[src/rtl/mcyc_pkg.sv]
package mcyc_pkg;

  typedef enum logic [3:0] {
    ST_FETCH,
    ST_DECODE,
    ST_MADDR,
    ST_MREAD,
    ST_MLOADWB,
    ST_MSTORE,
    ST_EXEC,
    ST_ALUWB,
    ST_BRANCH,
    ST_JUMP
  } step_e;

  localparam logic [1:0] ALU_ADD   = 2'b00;
  localparam logic [1:0] ALU_SUB   = 2'b01;
  localparam logic [1:0] ALU_FUNC  = 2'b10;

  localparam logic [1:0] SRCB_REG  = 2'b00;
  localparam logic [1:0] SRCB_FOUR = 2'b01;
  localparam logic [1:0] SRCB_IMM  = 2'b10;
  localparam logic [1:0] SRCB_IMMS = 2'b11;

  localparam logic [1:0] PCSEL_ALU = 2'b00;
  localparam logic [1:0] PCSEL_OUT = 2'b01;
  localparam logic [1:0] PCSEL_JMP = 2'b10;

  typedef struct packed {
    logic       pc_wr;
    logic       pc_wr_cond;
    logic       ir_wr;
    logic       mem_rd;
    logic       mem_wr;
    logic       addr_sel;
    logic       wb_sel;
    logic       dst_sel;
    logic       rf_wr;
    logic       srca_sel;
    logic [1:0] srcb_sel;
    logic [1:0] alu_op;
    logic [1:0] pc_sel;
  } ctrl_t;

endpackage

[src/rtl/mcyc_step_reg.sv]
module mcyc_step_reg
  import mcyc_pkg::*;
(
  input  logic  clk,
  input  logic  rst_n,
  input  step_e step_nxt,
  output step_e step_q
);

  always_ff @(posedge clk or negedge rst_n) begin
    if (!rst_n) begin
      step_q <= ST_FETCH;
    end else begin
      step_q <= step_nxt;
    end
  end

endmodule

[src/rtl/mcyc_step_next.sv]
module mcyc_step_next
  import mcyc_pkg::*;
#(
  parameter int              OPW      = 6,
  parameter logic [OPW-1:0]  OP_LOAD  = 6'h23,
  parameter logic [OPW-1:0]  OP_STORE = 6'h2B,
  parameter logic [OPW-1:0]  OP_ARITH = 6'h00,
  parameter logic [OPW-1:0]  OP_BEQ   = 6'h04,
  parameter logic [OPW-1:0]  OP_JUMP  = 6'h02
) (
  input  step_e          step_q,
  input  logic [OPW-1:0] opcode,
  output step_e          step_nxt
);

  logic is_mem;
  assign is_mem = (opcode == OP_LOAD) || (opcode == OP_STORE);

  always_comb begin
    step_nxt = ST_FETCH;
    unique case (step_q)
      ST_FETCH:  step_nxt = ST_DECODE;
      ST_DECODE: begin
        if (is_mem)                  step_nxt = ST_MADDR;
        else if (opcode == OP_ARITH) step_nxt = ST_EXEC;
        else if (opcode == OP_BEQ)   step_nxt = ST_BRANCH;
        else if (opcode == OP_JUMP)  step_nxt = ST_JUMP;
        else                         step_nxt = ST_FETCH;
      end
      ST_MADDR:  step_nxt = (opcode == OP_LOAD) ? ST_MREAD : ST_MSTORE;
      ST_MREAD:  step_nxt = ST_MLOADWB;
      ST_EXEC:   step_nxt = ST_ALUWB;
      default:   step_nxt = ST_FETCH;
    endcase
  end

endmodule

[src/rtl/mcyc_ctrl_decode.sv]
module mcyc_ctrl_decode
  import mcyc_pkg::*;
(
  input  step_e step_q,
  output ctrl_t ctrl
);

  always_comb begin
    ctrl = '0;
    unique case (step_q)
      ST_FETCH: begin
        ctrl.mem_rd   = 1'b1;
        ctrl.ir_wr    = 1'b1;
        ctrl.pc_wr    = 1'b1;
        ctrl.srcb_sel = SRCB_FOUR;
        ctrl.alu_op   = ALU_ADD;
        ctrl.pc_sel   = PCSEL_ALU;
      end
      ST_DECODE: begin
        ctrl.srcb_sel = SRCB_IMMS;
        ctrl.alu_op   = ALU_ADD;
      end
      ST_MADDR: begin
        ctrl.srca_sel = 1'b1;
        ctrl.srcb_sel = SRCB_IMM;
        ctrl.alu_op   = ALU_ADD;
      end
      ST_MREAD: begin
        ctrl.mem_rd   = 1'b1;
        ctrl.addr_sel = 1'b1;
      end
      ST_MLOADWB: begin
        ctrl.rf_wr    = 1'b1;
        ctrl.wb_sel   = 1'b1;
      end
      ST_MSTORE: begin
        ctrl.mem_wr   = 1'b1;
        ctrl.addr_sel = 1'b1;
      end
      ST_EXEC: begin
        ctrl.srca_sel = 1'b1;
        ctrl.srcb_sel = SRCB_REG;
        ctrl.alu_op   = ALU_FUNC;
      end
      ST_ALUWB: begin
        ctrl.rf_wr    = 1'b1;
        ctrl.dst_sel  = 1'b1;
      end
      ST_BRANCH: begin
        ctrl.srca_sel   = 1'b1;
        ctrl.srcb_sel   = SRCB_REG;
        ctrl.alu_op     = ALU_SUB;
        ctrl.pc_wr_cond = 1'b1;
        ctrl.pc_sel     = PCSEL_OUT;
      end
      ST_JUMP: begin
        ctrl.pc_wr  = 1'b1;
        ctrl.pc_sel = PCSEL_JMP;
      end
      default: ctrl = '0;
    endcase
  end

endmodule

[src/rtl/mcyc_ctrl.sv]
module mcyc_ctrl
  import mcyc_pkg::*;
#(
  parameter int              OPW      = 6,
  parameter logic [OPW-1:0]  OP_LOAD  = 6'h23,
  parameter logic [OPW-1:0]  OP_STORE = 6'h2B,
  parameter logic [OPW-1:0]  OP_ARITH = 6'h00,
  parameter logic [OPW-1:0]  OP_BEQ   = 6'h04,
  parameter logic [OPW-1:0]  OP_JUMP  = 6'h02
) (
  input  logic           clk,
  input  logic           rst_n,
  input  logic [OPW-1:0] opcode,
  output logic           pc_wr,
  output logic           pc_wr_cond,
  output logic           ir_wr,
  output logic           mem_rd,
  output logic           mem_wr,
  output logic           addr_sel,
  output logic           wb_sel,
  output logic           dst_sel,
  output logic           rf_wr,
  output logic           srca_sel,
  output logic [1:0]     srcb_sel,
  output logic [1:0]     alu_op,
  output logic [1:0]     pc_sel
);

  step_e step_q;
  step_e step_nxt;
  ctrl_t ctrl;

  mcyc_step_next #(
    .OPW(OPW), .OP_LOAD(OP_LOAD), .OP_STORE(OP_STORE),
    .OP_ARITH(OP_ARITH), .OP_BEQ(OP_BEQ), .OP_JUMP(OP_JUMP)
  ) i_next (
    .step_q  (step_q),
    .opcode  (opcode),
    .step_nxt(step_nxt)
  );

  mcyc_step_reg i_reg (
    .clk     (clk),
    .rst_n   (rst_n),
    .step_nxt(step_nxt),
    .step_q  (step_q)
  );

  mcyc_ctrl_decode i_dec (
    .step_q(step_q),
    .ctrl  (ctrl)
  );

  assign pc_wr      = ctrl.pc_wr;
  assign pc_wr_cond = ctrl.pc_wr_cond;
  assign ir_wr      = ctrl.ir_wr;
  assign mem_rd     = ctrl.mem_rd;
  assign mem_wr     = ctrl.mem_wr;
  assign addr_sel   = ctrl.addr_sel;
  assign wb_sel     = ctrl.wb_sel;
  assign dst_sel    = ctrl.dst_sel;
  assign rf_wr      = ctrl.rf_wr;
  assign srca_sel   = ctrl.srca_sel;
  assign srcb_sel   = ctrl.srcb_sel;
  assign alu_op     = ctrl.alu_op;
  assign pc_sel     = ctrl.pc_sel;

endmodule

[config.mk]
export PLATFORM = sky130hd
export DESIGN_NAME = mcyc_ctrl
export DESIGN_NICKNAME = d
export VERILOG_FILES = /design/src/rtl/mcyc_pkg.sv /design/src/rtl/mcyc_step_reg.sv /design/src/rtl/mcyc_step_next.sv /design/src/rtl/mcyc_ctrl_decode.sv /design/src/rtl/mcyc_ctrl.sv
export SDC_FILE = /design/constraint.sdc
export NUM_CORES = 1
export LEC_CHECK = 0
export BUFFER_PORTS_ARGS = -buffer_cell sky130_fd_sc_hd__clkbuf_2
export CAP_MARGIN = 20
export CORE_AREA = 2 2 39 41
export CTS_BUF_LIST = sky130_fd_sc_hd__clkbuf_2
export CTS_CLUSTER_DIAMETER = 200
export CTS_CLUSTER_SIZE = 12
export DETAILED_ROUTE_END_ITERATION = 8
export DIE_AREA = 0 0 41 43
export GPL_ROUTABILITY_DRIVEN = 0
export SYNTH_ARGS = -nofsm -noshare
export SYNTH_HDL_FRONTEND = slang
export SYNTH_HIERARCHICAL = 1
export SYNTH_SLANG_ARGS = --single-unit
[constraint.sdc]
create_clock -name clk -period 3.6 [get_ports clk]
set_input_delay 0.54 -clock clk [delete_from_list [all_inputs] [get_ports clk]]
set_output_delay 0.54 -clock clk [all_outputs]
set_load 0.02 [all_outputs]
==> impl_metrics.sql <==
INSERT INTO impl_metrics (metric_group, metric, value, unit) VALUES
('cells_and_area', 'number_of_flip_flops_in_the_largest_register', '4', ''),
('synth', 'synth_warnings', '6', ''),
('synth', 'netlist_area', '432', 'sq um'),
('clocking', 'cts_hold_repair.buffers', '0', ''),
('global_route', 'largest_net_degree_at_the_start_of_global_routing', '19', ''),
('critical_path', 'rr_startpoint', 'i_reg/step_q[1]', ''),
('timing', 'fin_worst_skew', '1.64', 'ps'),
('synth', 'synth.yosys.seq_area_share', '23.2', '%'),
('floorplan', 'die_height', '43', 'microns'),
('drt', 'drcViolationCount', '0', ''),
('global_route', 'overflow', '0', ''),
('cells_and_area', 'syn_to_layout_area_delta', '26.4', '%'),
('critical_path', 'reg2reg_to', 'i_reg/step_q[1]', ''),
('outcome', 'run_status', 'complete, no violations', ''),
('global_route', 'grt_pass1_vias', '322', ''),
('timing', 'timing_worst_slew_pin_value', '519', 'ps'),
('drt', 'residual_antenna_violating_net_count_after_detailed_routing', '0', ''),
('timing', 'setup-tns-final', '0', 'ps'),
('global_route', 'grt_util_met3', '6.28', '%'),
('flow_run', 'drv_cap', '0', ''),
('timing', 'min_period', '2120', 'ps'),
('clocking', 'cts_max_path_buffers', '2', ''),
('critical_path', 'cp-startpoint', 'i_reg/step_q[2]', ''),
('timing', 'finalHoldViolations', '0', ''),
('floorplan', 'floorplan.rows', '14', ''),
('global_route', 'use_met2', '16.6', '%'),
('drt', 'detail_route.wl_per_cell', '10.5', 'microns'),
('timing', 'fin_crit_sh', '58.9', '%'),
('drt', 'detail_route.vias_per_cell', '5.41', ''),
('timing', 'setup_viol', '0', ''),
('cells_and_area', 'filler_cell_count', '150', ''),
('cells_and_area', 'fin_nets', '80', ''),
('timing', 'setup_repair_after_global_routing_missed_its_margin', 'false', ''),
('critical_path', 'end_kind', 'output pin', ''),
('drt', 'routed_wirelength', '905', 'microns'),
('clocking', 'cts-resized-gates', '0', ''),
('floorplan', 'floorplan.die.width', '41', 'microns'),
('global_route', 'busiest_layer', 'met2', ''),
('synth', 'number_of_cells_produced_by_synthesis', '49', ''),
('critical_path', 'worstPathMaxFanout', '16', ''),
('critical_path', 'worst-r2r-cell-count', '3', ''),
('floorplan', 'floorplan.initialDensity', '31.2', '%'),
('cells_and_area', 'final_util', '39.4', '%'),
('clocking', 'postCtsSetupRepairBufs', '0', ''),
('drt', 'drt-pass1-iter-count', '4', ''),
('global_route', 'grt_pass1_wl', '1.31', 'mm'),
('synth', 'netlist-cell-type-count', '29', ''),
('critical_path', 'critical_path_arrival', '1580', 'ps'),
('timing', 'final-max-slew-violation-count', '0', ''),
('critical_path', 'critPathCapture', 'alu_op[1]', ''),
('placement', 'portBuffers', '23', ''),
('power', 'power_density', '472', 'nW/um^2'),
('critical_path', 'r2r_setup_slack', '2190', 'ps'),
('synth', 'synth_fp_nets', '57', ''),
('cells_and_area', 'post_route_cells_drive_above_1_share', '45.7', '%'),
('power', 'leakagePower', '0.265', 'nW'),
('clocking', 'clk_root_buffer_cell', 'clkbuf_2', ''),
('clocking', 'cts.sink_count', '4', ''),
('power', 'p_total', '0.000257', 'W'),
('cells_and_area', 'top_register', 'i_reg/step_q', ''),
('floorplan', 'design.portCount', '24', ''),
('placement', 'dp_hpwl', '661', 'microns'),
('synth', 'register_bit_count_reported_by_yosys', '4', ''),
('global_route', 'gr-usage-met1', '12.4', '%'),
('hold_path', 'min-delay-path-class', 'in2async', ''),
('clocking', 'cts_max_level', '1', ''),
('global_route', 'grt.total_usage', '11.3', '%'),
('floorplan', 'design.core.area', '1380', 'sq um'),
('cells_and_area', 'multi_input_area', '292', 'sq um'),
('synth', 'postSynthAreaPerCell', '8.81', 'sq um'),
('timing', 'relSlewSlack', '65.4', '%');
report_power, final:
group | leakage [nW] | internal (W) | switching, W
Sequential | 0.0535 | 0.0000517 | 0.0000328
Clock | 0.0125 | 0.0000224 | 0.0000167
Combinational | 0.199 | 0.0000579 | 0.0000759
Total | 0.265 | 0.000132 | 0.000125
synth_stat cells:
cell | n | share of area, %
or2b_1 | 1 | 1.7
a311oi_1 | 1 | 2.0
nor4_2 | 1 | 2.9
a31oi_1 | 1 | 1.5
nor4b_2 | 2 | 7.0
o211ai_1 | 1 | 1.7
o21ai_1 | 1 | 1.2
nand2_1 | 1 | 0.87
nor3_1 | 7 | 8.1
a21oi_1 | 1 | 1.2
nor3b_1 | 2 | 3.5
dfrtp_1 | 4 | 23
xnor2_1 | 2 | 4.1
buf_2 | 2 | 2.3
and3_1 | 1 | 1.5
or3_1 | 1 | 1.5
nand4_1 | 1 | 1.5
buf_6 | 1 | 2.6
and4bb_2 | 1 | 2.9
xor2_1 | 2 | 4.1
a21o_1 | 2 | 3.5
nor2_1 | 4 | 3.5
buf_4 | 2 | 3.5
and4b_1 | 1 | 2.3
inv_1 | 1 | 0.87
nor4_1 | 1 | 1.5
a221oi_1 | 1 | 2.0
nor3b_2 | 2 | 5.8
nor4b_1 | 1 | 2.0
stage by stage:
| step | instances | setup slack, ps | hold slack (ps) | instance area (sq um) |
|---|---|---|---|---|
| global placement | 83 | 1730 | 350 | 531 |
| global route | 86 | 1340 | 111 | 546 |
| detailed placement | 83 | 1700 | 352 | 531 |
| floorplan | 49 | 1630 | 244 | 432 |
| finish | 86 | 1480 | 134 | 546 |
| CTS | 86 | 1460 | 122 | 546 |
metal layers:
layer / part of all wire [%] / vias to the layer above
met5: 0 / -
met4: 0 / 0
met2: 44 / 25
li1: - / 234
met3: 9.7 / 0
met1: 46 / 206
placed cells by master (no fill, tap or decap):
| cell type | instances |
|---|---|
| a21o_1 | 2 |
| a21oi_1 | 1 |
| a221oi_1 | 1 |
| a311oi_1 | 1 |
| a31oi_1 | 1 |
| and3_1 | 1 |
| and4b_1 | 1 |
| and4bb_2 | 1 |
| clkbuf_2 | 26 |
| dfrtp_1 | 4 |
| inv_1 | 1 |
| nand2_1 | 1 |
| nand4_1 | 1 |
| nor2_1 | 4 |
| nor3_1 | 7 |
| nor3b_1 | 2 |
| nor3b_2 | 2 |
| nor4_1 | 1 |
| nor4_2 | 1 |
| nor4b_1 | 1 |
| nor4b_2 | 2 |
| o211ai_1 | 1 |
| o21ai_1 | 1 |
| or2b_1 | 1 |
| or3_1 | 1 |
| xnor2_1 | 2 |
| xor2_1 | 2 |
cell families after synthesis:
kind of cell	Yosys count	share of synthesized area, %
buffers and inverters	6	9.27
DFF	4	23.2
xor gates and xnor gates	4	8.12
AOI/OAI and AO/OA	8	13.0
and+or+nand+nor	27	46.4
worst max-delay path, cell delays in order, from the launching register on:
cell      delay, ps
dfrtp_1         660
or2b_1          320
nor3b_1         200
clkbuf_2        200
area by class of cell:
class | instances | area share (%)
timing repair buffer | 23 | 21.1
inverter | 1 | 0.688
multi-input combinational | 39 | 53.4
tap | 16 | 3.67
sequential | 4 | 18.3
clock buffer | 3 | 2.75
worst min-delay path by stage:
stage          slack, ps   from  depth (start not counted)         endpoint
6_report             130  rst_n                          1  i_reg/step_q[0]
5_1_grt              110  rst_n                          1  i_reg/step_q[3]
4_1_cts              120  rst_n                          1  i_reg/step_q[1]
3_5_place_dp         350  rst_n                          1  i_reg/step_q[3]
3_3_place_gp         350  rst_n                          1  i_reg/step_q[3]
2_1_floorplan        240  rst_n                          0  i_reg/step_q[0]
Note: power is estimated with default switching activity, not from simulation.
